### src/rtl/pin_sense_pkg.sv
`timescale 1ns/1ps
package pin_sense_pkg;

    localparam int ADDR_W = 5;

    localparam logic [ADDR_W-1:0] OFS_DIR    = 5'h00;
    localparam logic [ADDR_W-1:0] OFS_EVT    = 5'h0C;
    localparam logic [ADDR_W-1:0] OFS_MASK   = 5'h10;
    localparam logic [ADDR_W-1:0] OFS_SNS_LO = 5'h14;
    localparam logic [ADDR_W-1:0] OFS_SNS_HI = 5'h18;

    typedef enum logic [1:0] {
        SNS_ANY  = 2'b00,
        SNS_RISE = 2'b01,
        SNS_FALL = 2'b10,
        SNS_OFF  = 2'b11
    } sense_e;

    typedef enum logic {
        ST_SEED = 1'b0,
        ST_LIVE = 1'b1
    } arm_e;

endpackage

### src/rtl/psu_regs.sv
`timescale 1ns/1ps
module psu_regs
    import pin_sense_pkg::*;
#(
    parameter int NPINS         = 32,
    parameter int FIRST_IN_ONLY = 28
) (
    input  logic              clk,
    input  logic              rst_n,
    input  logic              wr_en,
    input  logic [ADDR_W-1:0] wr_addr,
    input  logic [NPINS-1:0]  wr_data,
    input  logic [ADDR_W-1:0] rd_addr,
    input  logic [NPINS-1:0]  evt_pin,
    output logic [NPINS-1:0]  rd_data,
    output logic [NPINS-1:0]  dir_pin,
    output logic [NPINS-1:0]  mask_pin,
    output logic [NPINS-1:0]  clr_pin,
    output logic [NPINS-1:0]  sense_lo,
    output logic [NPINS-1:0]  sense_hi
);

    logic [NPINS-1:0] mask_q;
    logic [NPINS-1:0] sns_lo_q;
    logic [NPINS-1:0] sns_hi_q;
    logic [NPINS-1:0] wr_pin;
    logic [NPINS-1:0] dir_reg;
    logic [NPINS-1:0] evt_reg;
    logic [NPINS-1:0] mask_reg;
    logic             hit_dir;
    logic             hit_evt;
    logic             hit_mask;
    logic             hit_lo;
    logic             hit_hi;

    assign hit_dir  = wr_en && (wr_addr == OFS_DIR);
    assign hit_evt  = wr_en && (wr_addr == OFS_EVT);
    assign hit_mask = wr_en && (wr_addr == OFS_MASK);
    assign hit_lo   = wr_en && (wr_addr == OFS_SNS_LO);
    assign hit_hi   = wr_en && (wr_addr == OFS_SNS_HI);

    // register bit 31-p carries pin p
    assign wr_pin = {<<{wr_data}};

    generate
        for (genvar p = 0; p < NPINS; p++) begin : g_dir
            if (p < FIRST_IN_ONLY) begin : g_rw
                logic dir_bit;
                always_ff @(posedge clk) begin
                    if (!rst_n)
                        dir_bit <= 1'b0;
                    else if (hit_dir)
                        dir_bit <= wr_pin[p];
                end
                assign dir_pin[p] = dir_bit;
            end else begin : g_ro
                assign dir_pin[p] = 1'b0;
            end
        end
    endgenerate

    always_ff @(posedge clk) begin
        if (!rst_n) begin
            mask_q   <= '0;
            sns_lo_q <= '0;
            sns_hi_q <= '0;
        end else begin
            if (hit_mask)
                mask_q <= wr_pin;
            if (hit_lo)
                sns_lo_q <= wr_data;
            if (hit_hi)
                sns_hi_q <= wr_data;
        end
    end

    assign clr_pin  = hit_evt ? wr_pin : '0;
    assign mask_pin = mask_q;
    assign sense_lo = sns_lo_q;
    assign sense_hi = sns_hi_q;

    assign dir_reg  = {<<{dir_pin}};
    assign evt_reg  = {<<{evt_pin}};
    assign mask_reg = {<<{mask_q}};

    always_comb begin
        rd_data = '0;
        case (rd_addr)
            OFS_DIR:    rd_data = dir_reg;
            OFS_EVT:    rd_data = evt_reg;
            OFS_MASK:   rd_data = mask_reg;
            OFS_SNS_LO: rd_data = sns_lo_q;
            OFS_SNS_HI: rd_data = sns_hi_q;
            default:    rd_data = '0;
        endcase
    end

endmodule

### src/rtl/psu_edge.sv
`timescale 1ns/1ps
module psu_edge
    import pin_sense_pkg::*;
#(
    parameter int NPINS = 32
) (
    input  logic             clk,
    input  logic             rst_n,
    input  logic [NPINS-1:0] pin_lvl,
    input  logic [NPINS-1:0] sense_lo,
    input  logic [NPINS-1:0] sense_hi,
    output logic [NPINS-1:0] set_pin,
    output logic             live
);

    localparam int HALF = NPINS / 2;

    arm_e             state_q;
    arm_e             state_d;
    logic [NPINS-1:0] prev_q;

    // state register
    always_ff @(posedge clk) begin
        if (!rst_n)
            state_q <= ST_SEED;
        else
            state_q <= state_d;
    end

    // next state and outputs
    always_comb begin
        state_d = state_q;
        live    = 1'b0;
        unique case (state_q)
            ST_SEED: begin
                state_d = ST_LIVE;
                live    = 1'b0;
            end
            ST_LIVE: begin
                state_d = ST_LIVE;
                live    = 1'b1;
            end
        endcase
    end

    always_ff @(posedge clk) begin
        if (!rst_n)
            prev_q <= '0;
        else
            prev_q <= pin_lvl;
    end

    generate
        for (genvar p = 0; p < NPINS; p++) begin : g_pin
            localparam int SH = 2 * (HALF - 1 - (p % HALF));
            logic [1:0] code;
            logic       rise;
            logic       fall;
            logic       hit;

            if (p < HALF) begin : g_lo
                assign code = sense_lo[SH+1:SH];
            end else begin : g_hi
                assign code = sense_hi[SH+1:SH];
            end

            assign rise = pin_lvl[p] & ~prev_q[p];
            assign fall = ~pin_lvl[p] & prev_q[p];

            always_comb begin
                unique case (sense_e'(code))
                    SNS_ANY:  hit = rise | fall;
                    SNS_RISE: hit = rise;
                    SNS_FALL: hit = fall;
                    SNS_OFF:  hit = 1'b0;
                endcase
            end

            assign set_pin[p] = live & hit;
        end
    endgenerate

endmodule

### src/rtl/psu_events.sv
`timescale 1ns/1ps
module psu_events #(
    parameter int NPINS = 32
) (
    input  logic             clk,
    input  logic             rst_n,
    input  logic [NPINS-1:0] set_pin,
    input  logic [NPINS-1:0] clr_pin,
    input  logic [NPINS-1:0] mask_pin,
    output logic [NPINS-1:0] evt_pin,
    output logic             irq
);

    logic [NPINS-1:0] evt_q;

    // clear first, then set: a new event survives a same-cycle clear
    always_ff @(posedge clk) begin
        if (!rst_n)
            evt_q <= '0;
        else
            evt_q <= (evt_q & ~clr_pin) | set_pin;
    end

    assign evt_pin = evt_q;
    assign irq     = |(evt_q & mask_pin);

endmodule

### src/rtl/pin_sense_unit.sv
`timescale 1ns/1ps
module pin_sense_unit
    import pin_sense_pkg::*;
#(
    parameter int NPINS         = 32,
    parameter int FIRST_IN_ONLY = 28
) (
    input  logic              clk,
    input  logic              rst_n,
    input  logic [31:0]       pin_lvl,
    input  logic              wr_en,
    input  logic [ADDR_W-1:0] wr_addr,
    input  logic [31:0]       wr_data,
    input  logic [ADDR_W-1:0] rd_addr,
    output logic [31:0]       rd_data,
    output logic [31:0]       dir_out,
    output logic              irq
);

    logic [NPINS-1:0] set_pin;
    logic [NPINS-1:0] clr_pin;
    logic [NPINS-1:0] evt_pin;
    logic [NPINS-1:0] mask_pin;
    logic [NPINS-1:0] sense_lo;
    logic [NPINS-1:0] sense_hi;
    logic             live;

    psu_regs #(
        .NPINS         (NPINS),
        .FIRST_IN_ONLY (FIRST_IN_ONLY)
    ) u_regs (
        .clk      (clk),
        .rst_n    (rst_n),
        .wr_en    (wr_en),
        .wr_addr  (wr_addr),
        .wr_data  (wr_data),
        .rd_addr  (rd_addr),
        .evt_pin  (evt_pin),
        .rd_data  (rd_data),
        .dir_pin  (dir_out),
        .mask_pin (mask_pin),
        .clr_pin  (clr_pin),
        .sense_lo (sense_lo),
        .sense_hi (sense_hi)
    );

    psu_edge #(
        .NPINS (NPINS)
    ) u_edge (
        .clk      (clk),
        .rst_n    (rst_n),
        .pin_lvl  (pin_lvl),
        .sense_lo (sense_lo),
        .sense_hi (sense_hi),
        .set_pin  (set_pin),
        .live     (live)
    );

    psu_events #(
        .NPINS (NPINS)
    ) u_events (
        .clk      (clk),
        .rst_n    (rst_n),
        .set_pin  (set_pin),
        .clr_pin  (clr_pin),
        .mask_pin (mask_pin),
        .evt_pin  (evt_pin),
        .irq      (irq)
    );

endmodule

### config.mk
export PLATFORM = sky130hd
export DESIGN_NAME = pin_sense_unit
export DESIGN_NICKNAME = d
export VERILOG_FILES = /design/src/rtl/pin_sense_pkg.sv /design/src/rtl/psu_regs.sv /design/src/rtl/psu_edge.sv /design/src/rtl/psu_events.sv /design/src/rtl/pin_sense_unit.sv
export SDC_FILE = /design/constraint.sdc
export NUM_CORES = 1
export LEC_CHECK = 0
export BUFFER_PORTS_ARGS = -buffer_cell sky130_fd_sc_hd__buf_2
export CAP_MARGIN = 20
export CORE_ASPECT_RATIO = 0.8
export CORE_MARGIN = 2
export CORE_UTILIZATION = 37
export CTS_CLUSTER_DIAMETER = 120
export DETAILED_ROUTE_END_ITERATION = 8
export MAX_ROUTING_LAYER = met4
export PLACE_DENSITY = 0.52
export SLEW_MARGIN = 20
export SYNTH_ARGS = -nofsm -noshare
export SYNTH_HDL_FRONTEND = slang
export SYNTH_SLANG_ARGS = --single-unit
### constraint.sdc
create_clock -name clk -period 3 [get_ports clk]
set_input_delay 0.15 -clock clk [delete_from_list [all_inputs] [get_ports clk]]
set_output_delay 0.15 -clock clk [all_outputs]
set_load 0.1 [all_outputs]
## After elaboration in Yosys (flattened, before gate mapping)

Cells that the tools add are included.

- Equal/unequal tests: 104
- Shift-type cells: 0
- $add $sub $neg: 0
- Reduce and logical (&&, ||, !) cells: 40
- $mul: 0
- $lt $le $gt $ge: 0
- Mux-type cells: 36
- Div/mod/pow operators: 0
- Bitwise gates (word level): 197

Operators by type and width:

| kind | number |
|---|---|
| one-hot mux 32 bit (5 select lines) | 1 |
| equality test 2 bit, second input constant | 64 |
| one-hot mux 1 bit (4 select lines) | 32 |
| bitwise AND 1 bit | 96 |
| inverter 1 bit | 65 |
| bitwise AND 32 bit | 2 |
| equality test 2 x 1 -> 1 bit, second input constant | 32 |
| logical NOT 2 bit | 32 |
| two-way mux 32 bit | 1 |
| inverter 32 bit | 1 |
| bitwise OR 1 bit | 32 |
| bitwise OR 32 bit | 1 |
| OR reduction 32 bit | 1 |
| equality test 5 bit, second input constant | 6 |
| equality test 5 x 4 -> 1 bit, second input constant | 2 |
| logical NOT 5 bit | 2 |
| logical AND 1 bit | 5 |
| one-hot mux 1 bit (2 select lines) | 1 |
| two-way mux 1 bit | 1 |

- Bits in registers: 189
- Memory bits (read-only): 0
- Logic and storage cells: 411
- RAM bits: 0
- Latch bits: 0
- Input port bits: 77
- Memories kept: 0

## Depth between registers and ports, before layout

- Depth after elaboration: 6
- Depth in mapped cells: 6
- Depth with buffers taken out: 6

## Hierarchy

A second synthesis with hierarchy kept.

- Cell total of the unflattened synthesis: 1154
- Area, all modules: 10483.8 sq um

By module, submodules not included:

| module | sequential area each (sq um) | times used | area an instance (sq um) | cells an instance |
|---|---|---|---|---|
| psu_regs | 2482.4 | 1 | 6193.4 | 672 |
| psu_edge | 660.6 | 1 | 3035.4 | 362 |
| psu_events | 640.6 | 1 | 1255.0 | 120 |

## Worst setup path after synthesis

No wires, ideal clock.

- Path kind: input port to output port
- Start point: in rd_addr[1]
- End point: out rd_data[6]
- Arrival: 1.854 ns
- Slack: 0.996 ns
- Stages on the path: 5
- Path through: or3b_4 -> nor3b_4 -> buf_6 -> a22oi_1 -> nand3_1

- Cells in the longest elaborated chain, start to end: 2

RTL lines:

| element | line | source |
|---|---|---|
| start, declared | pin_sense_unit.sv:14 | `input logic [ADDR_W-1:0] rd_addr,` |
| equality test 5 bit (tied with other cells) | psu_regs.sv:88 | `case (rd_addr)` |
| one-hot mux 32 bit (5 select lines) (*) | psu_regs.sv:88 |  |
| end, declared | pin_sense_unit.sv:15 | `output logic [31:0] rd_data,` |

Every way passes the cells marked *; elsewhere a longest branch is shown, timed or not.

## Final worst setup path

- Start point: reg u_events.evt_q[14] (netlist: u_events.evt_pin[14])
- End point: out irq

- Cells in the longest elaborated chain, start to end: 2

RTL lines:

| element | line | source |
|---|---|---|
| start, declared | psu_events.sv:14 | `logic [NPINS-1:0] evt_q;` |
| start signal, assigned | psu_events.sv:21 | `evt_q <= (evt_q & ~clr_pin) \| set_pin;` |
| bitwise AND 32 bit | psu_events.sv:25 | `assign irq = \|(evt_q & mask_pin);` |
| OR reduction 32 bit | psu_events.sv:25 |  |
| end, declared | pin_sense_unit.sv:17 | `output logic irq` |

Every way passes these cells.

==> results by group <==
Outcome
  – Status: completed

Floorplan
  – Core Footprint: roughly 26000 sq um
  – Core Rows: 53
  – Die area: about 28000 sq um
  – # IOs: 142
  – Initial Util: 0.375
  – Die Ht: 150 microns
  – Die W: around 190 microns

Place
  – Gp weighted congestion: roughly 0.8
  – Final HPWL DP: 21500 microns
  – Dpl ws: 0.960 ns
  – IO buf count: 137

Setup path
  – R2R setup slack: about 1.5 ns
  – CP max FO: 3
  – Critical path origin: u_events.evt_pin[14]
  – Worst-case reg-to-reg path depth: 5
  – Startpoint Class: flop
  – Launching point of the worst reg2reg path: u_edge.prev_q[8]
  – Worst setup path endpoint: irq
  – Worst Setup Path Type: flop to output pin
  – CP endpoint kind: output pin
  – Critical path arrival: 2.18 ns
  – Worst Path Required: approximately 2.9 ns
  – Crit Reg-Reg Endpoint: u_events.evt_pin[8]

Global route
  – Gr usage total: 0.237
  – First-pass GRT wire length: between 40000 and 50000 microns
  – Vias in the first global route: 8070
  – Largest net degree at the start of global routing: about 140
  – GR Overflow Total: 0
  – Initial antenna violation count: 0

Detailed routing
  – First drt pass iteration count: 7
  – Detailed Route Iter0 Violations: between 800 and 900
  – Routed wire length: approximately 32000 microns
  – Routed wl met3: 2210 microns
  – DR vias: roughly 8500
  – WL met1: around 15000 microns
  – WL met2: 13400 microns
  – DRC violations left: 0
  – Max Used Layer: met4
  – Routed len/inst: 19.0 microns
  – Post-DRT Antenna Nets: 0
  – Drt via density: between 5 and 6

Yosys
  – Main synth FF type: dfxtp_1
  – Post-synth top area share: 0.386
  – Sequential area share after synthesis: 0.386
  – Synth cell types: 34
  – Synth warn: 0
  – Avg Cell Area, Syn: between 8 and 9 sq um
  – EDFF count, synth: 0
  – Synth Cell Area: 9810 sq um
  – FFs w/ async S/R, synth: 0
  – Register bit total from synthesis: about 190
  – Top cells by area, synth: dfxtp_1 39%, nand2_1 12%, a21boi_0 8.4%
  – Most instantiated cells after synthesis: 316 x nand2_1, 189 x dfxtp_1, 110 x a21boi_0, 96 x inv_1, 69 x a22oi_1
  – Yosys top cell by area: dfxtp_1
  – Syn Inst Count: approximately 1200
  – Most common cell in the netlist: nand2_1

Flow run
  – Max_cap viols: 0

Power and ir drop
  – Lkg Pwr: 4.75 nW
  – PD cells: about 460 nW/um^2
  – Peak supply drop: between 0.4 and 0.5 mV

CTS
  – Worst-Skew Late Latency: 0.44 ns
  – CTS clock-pin slew for the worst setup and hold paths: roughly 0.08 ns
  – CTS tree: built
  – Clk sinks: between 150 and 200
  – Setup bufs post-CTS: 0
  – Num CTS Buffers: 17
  – CTS Root Buffer Type: clkbuf_16
  – Max Root-Sink Buffers: 2
  – # H-tree levels: 4

Cells and area
  – Fin nets: roughly 1400
  – Syn-to-layout area delta: 22.3%
  – # diodes: 0
  – Share of post-route cells with drive strength above 1: 0.149
  – FILL cells: about 2600

STA
  – Fin. max-slew vios: 0
  – Worst slew margin: 0.483
  – RSZ-0062 raised after global routing: false
  – Post-Route Setup TNS: 0 ns
  – Highest clock rate: 0.430 GHz
  – Least-Margin Pin Slew: 0.767 ns
  – Fin. Hold Viols: 0
  – Final worst slack: 0.672 ns
  – Final setup fails: 0
  – Crit share post-route: 0.776
  – Setup Skew: around 0.012 ns
  – Min Tclk post-route: 2.33 ns
  – WHS: about 0.012 ns

Min path
  – Worst hold path type: primary input to flop
[power by group]
group | internal (mW) | switching, mW | total, mW
Combinational | 0.238 | 0.358 | 0.596
Clock | 1.14 | 1.12 | 2.26
Sequential | 2.59 | 0.0788 | 2.67
[stage by stage]
stage / cell area (sq um) / power, mW / util / instances
6_report: 12000 / 5.52 / 0.458 / 1659
3_5_place_dp: 11000 / 3.28 / 0.420 / 1584
2_1_floorplan: 9820 / 3.03 / - / 1175
3_3_place_gp: 11000 / 3.27 / 0.420 / 1584
4_1_cts: 12000 / 5.58 / 0.458 / 1659
5_1_grt: 12000 / 5.73 / 0.458 / 1659
[sequential cells by signal, summed over array words and instances (netlist names)]
signal	count
u_events.evt_pin	32
u_edge.prev_q	32
u_regs.sense_lo	32
u_regs.mask_pin	32
u_regs.sense_hi	32
u_edge.state_q	1
u_regs.g_dir.g_rw.dir_bit	28
[area by class of cell]
class	instances	area, sq um	share of cell area
Clock buffer	19	453	0.0377
Multi-Input combinational cell	789	5110	0.426
Sequential cell	189	3780	0.315
Clock inverter	13	118	0.00980
Inverter	96	360	0.0300
Timing Repair Buffer	196	1730	0.144
Tap cell	357	447	0.0372
[layer usage]
layer / vias to the layer above / track usage
li1: 4155 / -
met1: 4020 / 0.337
met2: 291 / 0.346
met3: 26 / 0.0482
met4: 0 / 0.0547
met5: - / -
[critical path: stages, from the launching register on]
cell and delay [ns]:
dfxtp_1 0.35, a22oi_1 0.31, nand4_1 0.16, or4_1 0.59, buf_2 0.33
[cells by family (layout without fill, tap and decap cells)]
logic type                 count (synthesis)  after routing  synth area share
AOI/OAI and AO/OA                        268            268             0.208
adders and majority gates                 64             64            0.0816
buffers and inverters                    197            324            0.0956
DFF                                      189            189             0.386
muxes                                     32             32            0.0326
other                                      1              4          0.000382
and+or+nand+nor                          421            421             0.196
[how the worst min path moves through the flow]
| stage | slack (ns) | cells after the start | endpoint | startpoint |
|---|---|---|---|---|
| CTS | 0.003 | 2 | u_edge.prev_q[18] | pin_lvl[18] |
| floorplan | 0.18 | 0 | u_edge.state_q | rst_n |
| finish | 0.01 | 2 | u_edge.prev_q[9] | pin_lvl[9] |
| global route | 0.01 | 3 | u_regs.sense_hi[29] | wr_data[29] |
| global placement | 0.39 | 2 | u_edge.prev_q[26] | pin_lvl[26] |
| detailed placement | 0.39 | 2 | u_edge.prev_q[5] | pin_lvl[5] |
[what timing repair did]
| item | CTS | global route |
|---|---|---|
| hold buffers | 43 | 0 |
| hold endpoints to repair | 62 | 0 |
| gates resized for setup | 0 | 0 |
[cells in the final DEF (no fill, tap or decap), types with 3 or more instances in the layout]
cell type,n
clkinv_4,3
clkbuf_16,17
inv_6,7
buf_12,33
a32o_1,32
a22oi_1,69
a222oi_1,11
conb_1,4
mux2i_1,32
ha_1,64
nand3b_1,32
inv_1,96
and2_1,36
buf_2,104
nand3_1,17
dfxtp_1,189
buf_4,16
a21boi_1,14
o21ai_0,32
a21boi_0,110
nand4_1,4
dlygate4sd3_1,43
nand2_1,316
No activity file was read; power rests on OpenSTA's default activity.
